`src/rtl/tone_gen_pkg.sv`:
```
package tone_gen_pkg;
   localparam int unsigned CH_LO = 0;
   localparam int unsigned CH_HI = 1;
   localparam int unsigned CH_N  = 2;

   // peak of h*(HALF-h) for an index of idx_w bits
   function automatic longint peak_mag(input int unsigned idx_w);
      return longint'(1) << (2 * idx_w - 4);
   endfunction

   function automatic longint scaled_peak(input int unsigned idx_w,
                                          input int unsigned gnum,
                                          input int unsigned gshift);
      return (peak_mag(idx_w) * longint'(gnum)) >>> gshift;
   endfunction
endpackage

```
`src/rtl/tone_phase_acc.sv`:
```
module tone_phase_acc #(
   parameter int unsigned PHASE_W = 18,
   parameter int unsigned CODE_W  = 8,
   parameter int unsigned IDX_W   = 8
) (
   input  logic              clk,
   input  logic              rst_n,
   input  logic              en_i,
   input  logic              ce_i,
   input  logic [CODE_W-1:0] code_i,
   output logic [IDX_W-1:0]  idx_o,
   output logic              active_o
);
   generate
      if (CODE_W >= PHASE_W) begin : g_bad_code
         $error("tone_phase_acc: CODE_W must be below PHASE_W");
      end
      if (IDX_W > PHASE_W) begin : g_bad_idx
         $error("tone_phase_acc: IDX_W must not exceed PHASE_W");
      end
   endgenerate

   logic [PHASE_W-1:0] phase_q;
   logic               step_en;

   assign active_o = (code_i != '0);
   assign step_en  = ce_i && active_o;

   always_ff @(posedge clk or negedge rst_n) begin
      if (!rst_n) begin
         phase_q <= '0;
      end else if (!en_i) begin
         phase_q <= '0;
      end else if (step_en) begin
         phase_q <= phase_q + PHASE_W'(code_i);
      end
   end

   assign idx_o = phase_q[PHASE_W-1 -: IDX_W];

   // phase advances by exactly the code, modulo 2^PHASE_W
   a_r1_phase_step: assert property (@(posedge clk) disable iff (!rst_n)
      (en_i && ce_i && code_i != '0) |=>
         (phase_q == $past(phase_q) + PHASE_W'($past(code_i))));

   // a zero code freezes the phase
   a_r5_zero_hold: assert property (@(posedge clk) disable iff (!rst_n)
      (en_i && code_i == '0) |=> $stable(phase_q));

   // disabling clears the phase
   a_r8_phase_clear: assert property (@(posedge clk) disable iff (!rst_n)
      !en_i |=> (phase_q == '0));
endmodule

```
`src/rtl/tone_wave_shaper.sv`:
```
module tone_wave_shaper #(
   parameter int unsigned IDX_W      = 8,
   parameter int unsigned SAMP_W     = 16,
   parameter int unsigned GAIN_NUM   = 128,
   parameter int unsigned GAIN_SHIFT = 7
) (
   input  logic [IDX_W-1:0]         idx_i,
   input  logic                     active_i,
   output logic signed [SAMP_W-1:0] amp_o
);
   import tone_gen_pkg::*;

   localparam int unsigned HALF_W = IDX_W - 1;
   localparam int unsigned MAG_W  = 2 * HALF_W + 1;
   localparam int unsigned GAIN_W = $clog2(GAIN_NUM + 1);
   localparam int unsigned PROD_W = MAG_W + GAIN_W;
   localparam longint      PEAK_OUT = scaled_peak(IDX_W, GAIN_NUM, GAIN_SHIFT);

   generate
      if (IDX_W < 3) begin : g_bad_idx
         $error("tone_wave_shaper: IDX_W must be at least 3");
      end
      if (2 * PEAK_OUT >= (longint'(1) << (SAMP_W - 1))) begin : g_bad_samp
         $error("tone_wave_shaper: SAMP_W too narrow for two summed channels");
      end
   endgenerate

   logic [HALF_W-1:0]      half_pos;
   logic [HALF_W:0]        half_rem;
   logic [MAG_W-1:0]       mag;
   logic [PROD_W-1:0]      scaled;
   logic signed [SAMP_W-1:0] mag_s;
   logic                   neg_half;

   assign neg_half = idx_i[IDX_W-1];
   assign half_pos = idx_i[HALF_W-1:0];
   assign half_rem = (HALF_W+1)'(1 << HALF_W) - {1'b0, half_pos};
   assign mag      = MAG_W'(half_pos) * MAG_W'(half_rem);

   generate
      if (GAIN_NUM == (1 << GAIN_SHIFT)) begin : g_unity
         assign scaled = PROD_W'(mag);
      end else begin : g_boost
         logic [PROD_W-1:0] full;
         assign full   = PROD_W'(mag) * PROD_W'(GAIN_NUM);
         assign scaled = full >> GAIN_SHIFT;
      end
   endgenerate

   assign mag_s = SAMP_W'(scaled);

   always_comb begin
      if (!active_i) begin
         amp_o = '0;
      end else if (neg_half) begin
         amp_o = -mag_s;
      end else begin
         amp_o = mag_s;
      end
   end
endmodule

```
`src/rtl/tone_pdm_mod.sv`:
```
module tone_pdm_mod #(
   parameter int unsigned SAMP_W = 16
) (
   input  logic                     clk,
   input  logic                     rst_n,
   input  logic                     en_i,
   input  logic                     ce_i,
   input  logic signed [SAMP_W-1:0] sample_i,
   output logic                     bit_o
);
   generate
      if (SAMP_W < 2) begin : g_bad_w
         $error("tone_pdm_mod: SAMP_W must be at least 2");
      end
   endgenerate

   logic [SAMP_W-1:0] acc_q;
   logic [SAMP_W-1:0] offs;
   logic [SAMP_W:0]   acc_nxt;

   // two's complement to offset binary
   assign offs    = {~sample_i[SAMP_W-1], sample_i[SAMP_W-2:0]};
   assign acc_nxt = {1'b0, acc_q} + {1'b0, offs};

   always_ff @(posedge clk or negedge rst_n) begin
      if (!rst_n) begin
         acc_q <= '0;
         bit_o <= 1'b0;
      end else if (!en_i) begin
         acc_q <= '0;
         bit_o <= 1'b0;
      end else if (ce_i) begin
         acc_q <= acc_nxt[SAMP_W-1:0];
         bit_o <= acc_nxt[SAMP_W];
      end
   end

   // a zero sample from a cleared accumulator lands at mid-scale with no carry
   a_r7_mid_step: assert property (@(posedge clk) disable iff (!rst_n)
      (en_i && ce_i && sample_i == '0 && acc_q == '0) |=>
         (!bit_o && acc_q == SAMP_W'(1 << (SAMP_W - 1))));

   // a disabled modulator is silent
   a_r8_pdm_off: assert property (@(posedge clk) disable iff (!rst_n)
      !en_i |=> (!bit_o && acc_q == '0));
endmodule

```
`src/rtl/tone_gen_dtmf.sv`:
```
module tone_gen_dtmf #(
   parameter int unsigned PHASE_W     = 18,
   parameter int unsigned CODE_W      = 8,
   parameter int unsigned IDX_W       = 8,
   parameter int unsigned SAMP_W      = 16,
   parameter int unsigned HI_GAIN_NUM = 161,
   parameter int unsigned GAIN_SHIFT  = 7
) (
   input  logic                     clk,
   input  logic                     rst_n,
   input  logic                     ce_i,
   input  logic                     en_i,
   input  logic [CODE_W-1:0]        hi_code_i,
   input  logic [CODE_W-1:0]        lo_code_i,
   output logic signed [SAMP_W-1:0] sample_o,
   output logic                     sample_vld_o,
   output logic                     buzz_o
);
   import tone_gen_pkg::*;

   localparam int unsigned UNITY    = 1 << GAIN_SHIFT;
   localparam longint      PEAK_SUM = scaled_peak(IDX_W, UNITY, GAIN_SHIFT)
                                    + scaled_peak(IDX_W, HI_GAIN_NUM, GAIN_SHIFT);

   generate
      if (HI_GAIN_NUM < UNITY) begin : g_bad_gain
         $error("tone_gen_dtmf: high channel must not be quieter than low");
      end
   endgenerate

   logic [CODE_W-1:0]        code_w [CH_N];
   logic [IDX_W-1:0]         idx_w  [CH_N];
   logic                     act_w  [CH_N];
   logic signed [SAMP_W-1:0] amp_w  [CH_N];
   logic signed [SAMP_W-1:0] sum_w;
   logic                     fire;

   assign code_w[CH_LO] = lo_code_i;
   assign code_w[CH_HI] = hi_code_i;

   generate
      for (genvar c = 0; c < CH_N; c++) begin : g_ch
         localparam int unsigned GNUM = (c == CH_HI) ? HI_GAIN_NUM : UNITY;

         tone_phase_acc #(
            .PHASE_W (PHASE_W),
            .CODE_W  (CODE_W),
            .IDX_W   (IDX_W)
         ) u_phase (
            .clk      (clk),
            .rst_n    (rst_n),
            .en_i     (en_i),
            .ce_i     (ce_i),
            .code_i   (code_w[c]),
            .idx_o    (idx_w[c]),
            .active_o (act_w[c])
         );

         tone_wave_shaper #(
            .IDX_W      (IDX_W),
            .SAMP_W     (SAMP_W),
            .GAIN_NUM   (GNUM),
            .GAIN_SHIFT (GAIN_SHIFT)
         ) u_shape (
            .idx_i    (idx_w[c]),
            .active_i (act_w[c]),
            .amp_o    (amp_w[c])
         );
      end
   endgenerate

   assign sum_w = amp_w[CH_LO] + amp_w[CH_HI];
   assign fire  = ce_i && en_i;

   always_ff @(posedge clk or negedge rst_n) begin
      if (!rst_n) begin
         sample_o     <= '0;
         sample_vld_o <= 1'b0;
      end else begin
         sample_vld_o <= fire;
         if (!en_i) begin
            sample_o <= '0;
         end else if (ce_i) begin
            sample_o <= sum_w;
         end
      end
   end

   tone_pdm_mod #(
      .SAMP_W (SAMP_W)
   ) u_pdm (
      .clk      (clk),
      .rst_n    (rst_n),
      .en_i     (en_i),
      .ce_i     (ce_i),
      .sample_i (sample_o),
      .bit_o    (buzz_o)
   );

   // strobe only after an enabled pulse
   a_r6_vld_source: assert property (@(posedge clk) disable iff (!rst_n)
      sample_vld_o |-> $past(ce_i && en_i));

   // every enabled pulse yields a strobe
   a_r6_vld_follow: assert property (@(posedge clk) disable iff (!rst_n)
      (ce_i && en_i) |=> sample_vld_o);

   // sample holds between enabled pulses
   a_r4_hold: assert property (@(posedge clk) disable iff (!rst_n)
      (en_i && !ce_i) |=> $stable(sample_o));

   // summed sample stays within the two-channel peak
   a_r4_range: assert property (@(posedge clk) disable iff (!rst_n)
      (longint'(sample_o) <= PEAK_SUM) && (longint'(sample_o) >= -PEAK_SUM));

   // disabled generator is quiet at the ports
   a_r8_quiet: assert property (@(posedge clk) disable iff (!rst_n)
      !en_i |=> (!sample_vld_o && !buzz_o && sample_o == '0));
endmodule

```
`config.mk`:
```
export PLATFORM = sky130hd
export DESIGN_NAME = tone_gen_dtmf
export DESIGN_NICKNAME = d
export VERILOG_FILES = /design/src/rtl/tone_gen_pkg.sv /design/src/rtl/tone_phase_acc.sv /design/src/rtl/tone_wave_shaper.sv /design/src/rtl/tone_pdm_mod.sv /design/src/rtl/tone_gen_dtmf.sv
export SDC_FILE = /design/constraint.sdc
export NUM_CORES = 1
export LEC_CHECK = 0
export BUFFER_PORTS_ARGS = -buffer_cell sky130_fd_sc_hd__buf_2
export CORE_ASPECT_RATIO = 0.5
export CORE_MARGIN = 1
export CORE_UTILIZATION = 45
export CTS_CLUSTER_SIZE = 25
export DETAILED_ROUTE_END_ITERATION = 10
export PLACE_DENSITY = 0.73
export SYNTH_ARGS = -nofsm -noshare
export SYNTH_HDL_FRONTEND = slang
export SYNTH_SLANG_ARGS = --single-unit
```
`constraint.sdc`:
```
create_clock -name clk -period 12.8 [get_ports clk]
set_clock_uncertainty 0.1 [all_clocks]
set_input_delay 0.64 -clock clk [delete_from_list [all_inputs] [get_ports clk]]
set_output_delay 0.64 -clock clk [all_outputs]
set_load 0.01 [all_outputs]
```
==> summary.txt <==
worst rel slew slack - 26.8%
number of flops mapped to enable cells by yosys - 0
fmax - 92.0 MHz
Placement Setup Slack - 2.01 ns
vertical die dimension - 113 µm
maximum root-to-sink buffer count - 2
Netlist cell types - 76
top cells by instance count after synthesis - sky130_fd_sc_hd__ha_1, sky130_fd_sc_hd__inv_1, sky130_fd_sc_hd__xnor2_1
net switching power figure - 0.295 mW
row count - 40
max-cap check violation count - 0
Area Growth Syn to Fin - 7.63%
sequential cell fraction of total power - 30.4%
Crit path buffers/inverters - 5
largest stage delay on the critical path - 0.67 ns
leakage dissipation - 6.14 nW
GR Overflow Total - 0
part of the Yosys area used for sequential elements - 15.8%
Syn Std Cell Area - 0.0111 mm²
most used standard cell by instance count after synthesis - sky130_fd_sc_hd__ha_1
Main synth FF type - sky130_fd_sc_hd__dfrtp_1
transition time at the pin with the least slew margin - 1.09 ns
chip width - 224 µm
Port-buffer cells - 37
sum of routed wire length over all layers - 22.3 mm
part of the power in combinational logic - 37.0%
vias in the first global route - 8835
clock latency of the later-clocked register in the worst-skew pair - 0.34 ns
wire length of the first global-routing pass - 40.5 mm
largest area contributor in the synthesized netlist - sky130_fd_sc_hd__ha_1
Root Buffer Master - sky130_fd_sc_hd__clkbuf_16
total count of hold-check failures in the final report - 0
synthesized flop and latch total - 70
final-layout fill cell count - 2250
critical path startpoint category - flip-flop
maximum number of pins on one net before global-route repair - 72
highest net fanout along the worst path - 17
initial core utilization - 46.0%
arrival time reported for the critical path endpoint - 11.02 ns
Switching Share - 34.6%
total count of max-transition violations in the final report - 0
cts bufs inserted - 9
type of the setup path with the least slack - reg -> reg
maximum level of the CTS H-tree - 3
Pint - 0.559 mW
Worst Hold Class - in -> async
diode count - 0
1st-pass router iterations - 5
met3 routed WL - 537 µm
fraction of registers with async set/reset - 100%
hold buffer count at cts - 0
GRT Resource Usage Total - 18.9%
highest layer used for signal routing - met4
top area cells in the synthesized netlist - sky130_fd_sc_hd__ha_1, sky130_fd_sc_hd__dfrtp_1, sky130_fd_sc_hd__fa_1
standard cell core area - 0.0241 mm²
final setup violating endpoints - 0
number of antenna violations at the first check in global routing - 0
area share of the largest cell type after synthesis - 21.7%
met2 routed wirelength - 11.2 mm
clock-pin slew of the registers on the worst-case setup and hold paths - 0.06 ns
type of destination of the critical path - flip-flop
outcome - complete, no violations
postcts setup bufs - 0
via density per instance - 5.30
total stage count of the critical path - 40
Final #Nets - 1561
share of cells above drive strength 1 - 6.22%
Critical Path Most Common Cell - sky130_fd_sc_hd__ha_1
post-cts repair resize count - 0
worst hold margin - 0.403 ns
vias post-DR - 8589
post-layout utilization of the core - 49.5%
proportion of power drawn by the clock network - 32.6%
routed length per placed instance - 13.7 µm
worst-case setup margin in the final layout - 1.93 ns
worst-path cell with the longest stage delay - sky130_fd_sc_hd__dfrtp_1
post-synthesis instance total - 1251
R2R setup slack - 1.93 ns
unrepaired setup endpoints after global routing - false
TNS Setup - 0 ns
min Tclk post-route - 10.87 ns
logic depth of the worst register-to-register path - 40
number of DRC violations after detailed-routing iteration 0 - 500
die area - 0.0253 mm²
number of primary I/O pins - 38
pwr/cell area - 71.4 mW/mm²
count of placed standard cells in the final layout, fillers left out - 1622
count of nets left with antenna violations after detail routing - 0
Routability Congestion - 0.840
average size of a mapped cell - 8.88 µm²
DRT met1 WL - 10.4 mm
clk sink count - 70
peak supply drop - 52.1 µV
Detailed Place HPWL - 17.9 mm
number of synthesis warnings - 0
DRC violations left - 0
final cycle utilization of the critical path - 84.9%
Cell Count Post-Placement - 1606
clock tree from TritonCTS - done
category of cells accounting for the largest share of critical-path delay - adder cells
worst path required time - 12.96 ns
[per-layer routing]
metal | global-route usage (%) | vias up
met2 | 34.3 | 106
met3 | 2.36 | 22
met4 | 3.11 | 0
met5 | 0 | -
met1 | 24.5 | 4125
li1 | - | 4336
[power groups by stage]
stage	combinational (mW)	clock, mW	sequential (mW)
floorplan	0.242	0	0.262
global placement	0.303	0	0.262
finish	0.316	0.278	0.260
detailed placement	0.313	0	0.264
CTS	0.316	0.282	0.260
global route	0.359	0.293	0.262
[through the flow]
stage	area [µm²]	total power, mW
2_1_floorplan	11200	0.504
3_3_place_gp	11600	0.565
3_5_place_dp	11600	0.577
4_1_cts	12000	0.858
5_1_grt	12000	0.914
6_report	12000	0.854
[cell families (layout without fill, tap and decap cells)]
family	after synthesis	in the layout	synth area share (%)
flip-flops	70	70	15.8
XOR/XNOR	121	121	9.61
buffers and inverters	151	174	5.59
AND/OR/NAND/NOR	401	401	19.0
multiplexers	30	30	2.72
adder cells (fa/ha/maj)	260	260	33.8
AO/OA/AOI/OAI	216	216	13.5
other	2	14	0.0676
[worst register-to-register path, delay by kind of cell, from the launching register on]
| kind | cells | cell delay (ns) |
|---|---|---|
| buf+inv | 5 | 0.46 |
| simple gates | 7 | 1.64 |
| compound gates | 14 | 2.87 |
| flops | 1 | 0.67 |
| xor+xnor | 3 | 0.58 |
| fa+ha+maj | 11 | 4.45 |
[cell usage in the layout (no fill, tap or decap), types with 11 or more instances in the layout]
cell                       synthesis  layout
sky130_fd_sc_hd__nand3_1          18      18
sky130_fd_sc_hd__mux2i_1          29      29
sky130_fd_sc_hd__nor3_1           23      23
sky130_fd_sc_hd__a21oi_1          54      54
sky130_fd_sc_hd__and2_1           37      37
sky130_fd_sc_hd__o21ai_1          11      11
sky130_fd_sc_hd__a21o_1           24      24
sky130_fd_sc_hd__xnor2_1          81      81
sky130_fd_sc_hd__fa_1             67      67
sky130_fd_sc_hd__nand2b_1         40      40
sky130_fd_sc_hd__nor2_1           80      80
sky130_fd_sc_hd__conb_1            2      14
sky130_fd_sc_hd__ha_1            193     193
sky130_fd_sc_hd__or3_1            11      11
sky130_fd_sc_hd__nor2b_1          57      57
sky130_fd_sc_hd__inv_1           114     114
sky130_fd_sc_hd__dfrtp_1          70      70
sky130_fd_sc_hd__and3_1           12      12
sky130_fd_sc_hd__buf_2             0      37
sky130_fd_sc_hd__o21bai_1         17      17
sky130_fd_sc_hd__nand2_1          78      78
sky130_fd_sc_hd__xor2_1           39      39
sky130_fd_sc_hd__o21ai_0          24      24
[state kept, by name (all words and copies together) (netlist names)]
signal,count
sample_vld_o,1
sample_o,16
g_ch.u_phase.phase_q,36
u_pdm.bit_o,1
u_pdm.acc_q,16
[area by class of cell]
type | instances | area, µm² | area share (%)
inverter | 116 | 449 | 3.76
clock buffer | 10 | 239 | 2.00
sequential | 70 | 1750 | 14.7
clock inverter | 6 | 91.3 | 0.764
multi-input combinational | 1042 | 8780 | 73.4
tap | 336 | 420 | 3.52
timing repair buffer | 42 | 223 | 1.86
[final timing paths]
path,start,endpoint
max reg2reg,g_ch[1].u_phase.phase_q[10],sample_o[15]
max in group asynchronous,rst_n,g_ch[1].u_phase.phase_q[12]
min reg2reg,u_pdm.acc_q[13],u_pdm.acc_q[13]
max,g_ch[1].u_phase.phase_q[10],sample_o[15]
min,rst_n,g_ch[0].u_phase.phase_q[4]
min in group clk,u_pdm.acc_q[13],u_pdm.acc_q[13]
No activity file was read; power rests on OpenSTA's default activity.
